$ cat config.mk
export PLATFORM = sky130hd
export DESIGN_NAME = alu_pg
export DESIGN_NICKNAME = d
export VERILOG_FILES = /design/src/rtl/alu_pg_pkg.sv /design/src/rtl/alu_pg_ctrl.sv /design/src/rtl/alu_pg_terms.sv /design/src/rtl/alu_pg_carry.sv /design/src/rtl/alu_pg.sv
export SDC_FILE = /design/constraint.sdc
export NUM_CORES = 1
export LEC_CHECK = 0
export ABC_AREA = 1
export BUFFER_PORTS_ARGS = -buffer_cell sky130_fd_sc_hd__clkbuf_2
export CAP_MARGIN = 25
export CORE_MARGIN = 5
export CORE_UTILIZATION = 54
export CTS_CLUSTER_DIAMETER = 120
export DETAILED_ROUTE_END_ITERATION = 7
export PLACE_DENSITY = 0.81
export SYNTH_ARGS = -nofsm -noshare
export SYNTH_HDL_FRONTEND = slang
export SYNTH_HIERARCHICAL = 1
export SYNTH_SLANG_ARGS = --single-unit
$ cat constraint.sdc
create_clock -name clk -period 4.05 [get_ports clk]
set_clock_uncertainty 0.05 [all_clocks]
set_input_delay 0.2025 -clock clk [delete_from_list [all_inputs] [get_ports clk]]
set_output_delay 0.2025 -clock clk [all_outputs]
set_load 0.01 [all_outputs]
$ cat src/rtl/alu_pg_pkg.sv
package alu_pg_pkg;

    typedef enum logic [1:0] {
        OP_ADD   = 2'b00,
        OP_SUB   = 2'b01,
        OP_LOGIC = 2'b10,
        OP_PASSA = 2'b11
    } alu_op_e;

    typedef enum logic [1:0] {
        GEN_AND  = 2'b00,
        GEN_ANDN = 2'b01,
        GEN_ZERO = 2'b10
    } gen_sel_e;

    // Truth table that returns the first operand bit
    localparam logic [3:0] TT_PASS_A = 4'b1100;
    // Truth tables used for arithmetic
    localparam logic [3:0] TT_XOR    = 4'b0110;
    localparam logic [3:0] TT_XNOR   = 4'b1001;

endpackage

$ cat src/rtl/alu_pg_ctrl.sv
module alu_pg_ctrl
    import alu_pg_pkg::*;
(
    input  logic [1:0] op,
    input  logic [3:0] tt,
    input  logic       cin,
    output logic [3:0] prop_tt,
    output gen_sel_e   gen_sel,
    output logic       carry_in
);

    always_comb begin
        prop_tt  = TT_XOR;
        gen_sel  = GEN_AND;
        carry_in = cin;
        unique case (alu_op_e'(op))
            OP_ADD: begin
                prop_tt  = TT_XOR;
                gen_sel  = GEN_AND;
                carry_in = cin;
            end
            OP_SUB: begin
                prop_tt  = TT_XNOR;
                gen_sel  = GEN_ANDN;
                carry_in = 1'b1;
            end
            OP_LOGIC: begin
                prop_tt  = tt;
                gen_sel  = GEN_ZERO;
                carry_in = 1'b0;
            end
            OP_PASSA: begin
                prop_tt  = TT_PASS_A;
                gen_sel  = GEN_ZERO;
                carry_in = 1'b0;
            end
            default: ;
        endcase
    end

endmodule

$ cat src/rtl/alu_pg_terms.sv
module alu_pg_terms
    import alu_pg_pkg::*;
#(
    parameter int WIDTH = 16
) (
    input  logic [WIDTH-1:0] a,
    input  logic [WIDTH-1:0] b,
    input  logic [3:0]       prop_tt,
    input  gen_sel_e         gen_sel,
    output logic [WIDTH-1:0] prop,
    output logic [WIDTH-1:0] gen
);

    for (genvar i = 0; i < WIDTH; i++) begin : g_bit
        logic [1:0] pair;
        assign pair = {a[i], b[i]};

        always_comb begin
            prop[i] = prop_tt[pair];
            unique case (gen_sel)
                GEN_AND:  gen[i] = a[i] & b[i];
                GEN_ANDN: gen[i] = a[i] & ~b[i];
                default:  gen[i] = 1'b0;
            endcase
        end
    end

endmodule

$ cat src/rtl/alu_pg_carry.sv
module alu_pg_carry #(
    parameter int WIDTH = 16
) (
    input  logic [WIDTH-1:0] prop,
    input  logic [WIDTH-1:0] gen,
    input  logic             carry_in,
    output logic [WIDTH-1:0] carry_at,
    output logic             carry_out
);

    logic [WIDTH:0] chain;

    assign chain[0] = carry_in;

    for (genvar i = 0; i < WIDTH; i++) begin : g_stage
        assign chain[i+1] = gen[i] | (prop[i] & chain[i]);
    end

    assign carry_at  = chain[WIDTH-1:0];
    assign carry_out = chain[WIDTH];

endmodule

$ cat src/rtl/alu_pg.sv
module alu_pg
    import alu_pg_pkg::*;
#(
    parameter int WIDTH = 16
) (
    input  logic             clk,
    input  logic             rst,
    input  logic             start,
    input  logic [1:0]       op,
    input  logic [3:0]       tt,
    input  logic [WIDTH-1:0] a,
    input  logic [WIDTH-1:0] b,
    input  logic             cin,
    output logic [WIDTH-1:0] result,
    output logic             cout,
    output logic             valid
);

    typedef struct packed {
        logic [WIDTH-1:0] res;
        logic             co;
        logic             vld;
    } out_state_t;

    logic [3:0]       prop_tt;
    gen_sel_e         gen_sel;
    logic             carry_in;
    logic [WIDTH-1:0] prop;
    logic [WIDTH-1:0] gen;
    logic [WIDTH-1:0] carry_at;
    logic             carry_out;
    logic [WIDTH-1:0] raw_sum;

    out_state_t st_d, st_q;

    alu_pg_ctrl u_ctrl (
        .op       (op),
        .tt       (tt),
        .cin      (cin),
        .prop_tt  (prop_tt),
        .gen_sel  (gen_sel),
        .carry_in (carry_in)
    );

    alu_pg_terms #(.WIDTH(WIDTH)) u_terms (
        .a       (a),
        .b       (b),
        .prop_tt (prop_tt),
        .gen_sel (gen_sel),
        .prop    (prop),
        .gen     (gen)
    );

    alu_pg_carry #(.WIDTH(WIDTH)) u_carry (
        .prop      (prop),
        .gen       (gen),
        .carry_in  (carry_in),
        .carry_at  (carry_at),
        .carry_out (carry_out)
    );

    assign raw_sum = prop ^ carry_at;

    always_comb begin
        st_d     = st_q;
        st_d.vld = 1'b0;
        if (start) begin
            st_d.res = raw_sum;
            st_d.co  = carry_out;
            st_d.vld = 1'b1;
        end
    end

    always_ff @(posedge clk) begin
        if (rst) begin
            st_q <= '0;
        end else begin
            st_q <= st_d;
        end
    end

    assign result = st_q.res;
    assign cout   = st_q.co;
    assign valid  = st_q.vld;

endmodule

==> impl_metrics.ini <==
[outcome]
status = completed

[cts]
cts.path.max_buffers = 2
clkSinkCount = 18
cts_resized = 0
clkTransAtPathRegs_ns = 0.07
post_cts_buffers = 0
cts_tree = yes
numCtsBuffers = 3
clock-root-buffer = clkbuf_8
cts.htree.levels = 1
cts_hold_buf = 0
worstSkewPairLatency_ns = 0.25

[sta]
maxSlewHeadroom_pct = 54.3
fmax_ghz = 0.309
tightest_slew_ns = 0.685
final.min_clock_period_ns = 3.24
fin_crit_sh_pct = 79.9
grt_setup_unrepaired = no
whs_ns = 0.291
finalSetupViolations = 0
drv_slew = 0
hold_viol_final = 0
tns_ns = 0

[grt]
grt_overflow = 0
grt.total_usage_pct = 20.5
grt_pass1_vias = 2371
antenna_found_initial = 0
grt_pass1_wl_um = 9400
grt_max_degree = 35

[placed_design]
gp_congestion = 0.891
dp_hpwl_um = 4150
postPlaceCellArea_um2 = 2500
portBuffers = 59

[floorplanning]
die_y_um = 75.3
ios = 60
initial_utilization_pct = 56.7
dieArea_um2 = 5670
coreArea_um2 = 4060
num_rows = 23
die_w_um = 75.3

[flow_run]
cap_violations = 0

[routing]
dr_total_vias = 2669
wl_per_cell_um = 9.68
drc_errors = 0
vias_per_cell = 4.78
dr.first_iter.drc_count = 128
drt-total-wl_um = 5400
final_antenna_net_count = 0
first_pass_iters = 4

[final_layout]
utilization_pct = 63.1
drive_above_1_share_pct = 20.5
layout_common_cells = nand2_1 (154), inv_1 (100), nor2_1 (66)
antenna_cells = 0
final_common_cell = nand2_1
fin_area_um2 = 2560
syn2layout_area_growth_pct = 11.2
finalNetCount = 551

[setup_path]
timing.critical_path.slowest_stage_cell = inv_1
end_kind = flip-flop
r2r_start = result[13]$_SDFFE_PP0P_
worst_path_most_repeated_cell = nand2_2
start_kind = input port
r2r_slack_ns = 3.30
worstReg2RegEnd = result[13]$_SDFFE_PP0P_
required_ns = 4.19
r2r_cells = 4
arrival_ns = 3.37
timing_worst_setup_path_type = in2reg
path_max_fanout = 16
critPathMaxStageDelay_ns = 0.24

[yosys]
synthesis.nets = 501
ys_ff_latch = 18
synth.distinct_cells = 18
yosys_warnings = 6
avgSynthCellArea_um2 = 5.01
syn_inst = 459
ys_seq_area_share_pct = 15.7
synth.cell_area_um2 = 2300

[power]
ir_worst_vdd_v = 0.000170
leakagePower_uw = 0.00167
power_uw = 611
pwr_density_cell_nw_per_um2 = 239

[hold_path]
min_path_type = in2reg
whs_path_depth = 2
min_to = cout$_SDFFE_PP0P_
hp-start = rst
critical path: cells and delay by family:
kind	cells	cell delay, ns
AOI/OAI and AO/OA	1	0.16
and+or+nand+nor	38	2.49
buffers and inverters	3	0.49
cells by family after synthesis:
kind of cell | Yosys count | synth area share [%]
and+or+nand+nor | 316 | 58.7
buffers and inverters | 122 | 24.7
DFF | 18 | 15.7
AOI/OAI and AO/OA | 3 | 0.979
synthesized netlist by cell type, drive strengths merged:
cell type  count  area [um^2]
dfxtp         18          360
clkinv         1         3.75
buf           15          166
o21ai          2         13.8
clkbuf         1         3.75
a21oi          1         8.76
inv          105          394
nor2          68          260
nand2        183          759
nand3         65          330
area by class of cell:
class | instances | area, um^2
Clock buffer | 4 | 55.1
Inverter | 106 | 398
Fill cell | 417 | 1500
Timing Repair Buffer | 61 | 310
Sequential cell | 18 | 360
Tap cell | 50 | 62.6
Multi-Input combinational cell | 319 | 1370
power by group:
part           total [uW]  switching, uW  internal (uW)
Sequential            200           7.71            193
Combinational         265            169           95.9
Clock                 146           59.7           86.3
Total                 611            236            375
flip-flops by register name (all words and copies together) (netlist names):
| signal | flops |
|---|---|
| cout | 1 |
| result | 16 |
| valid | 1 |
how the worst max path moves through the flow:
stage,from,to,slack (ns),cells after the start
after floorplan,op[0],result[15]$_SDFFE_PP0P_,0.94,44
after global placement,op[1],cout$_SDFFE_PP0P_,0.72,42
after detailed placement,op[1],result[15]$_SDFFE_PP0P_,0.56,43
after CTS,op[1],result[15]$_SDFFE_PP0P_,0.82,43
after global routing,op[0],cout$_SDFFE_PP0P_,0.32,43
final,op[1],cout$_SDFFE_PP0P_,0.81,42
routing by layer:
metal	global-route usage [%]	up-vias	share of wire, %
li1	-	1429	-
met1	24.4	1161	44
met2	38.7	75	48
met3	4.27	4	8.0
met4	2.52	0	0.59
met5	0	-	0
metrics by stage:
| stage | cells | setup WS (ns) |
|---|---|---|
| after floorplan | 459 | 0.937 |
| after global placement | 554 | 0.717 |
| after detailed placement | 554 | 0.556 |
| after CTS | 558 | 0.818 |
| after global routing | 558 | 0.324 |
| final | 558 | 0.815 |
No activity file was read; power rests on OpenSTA's default activity.
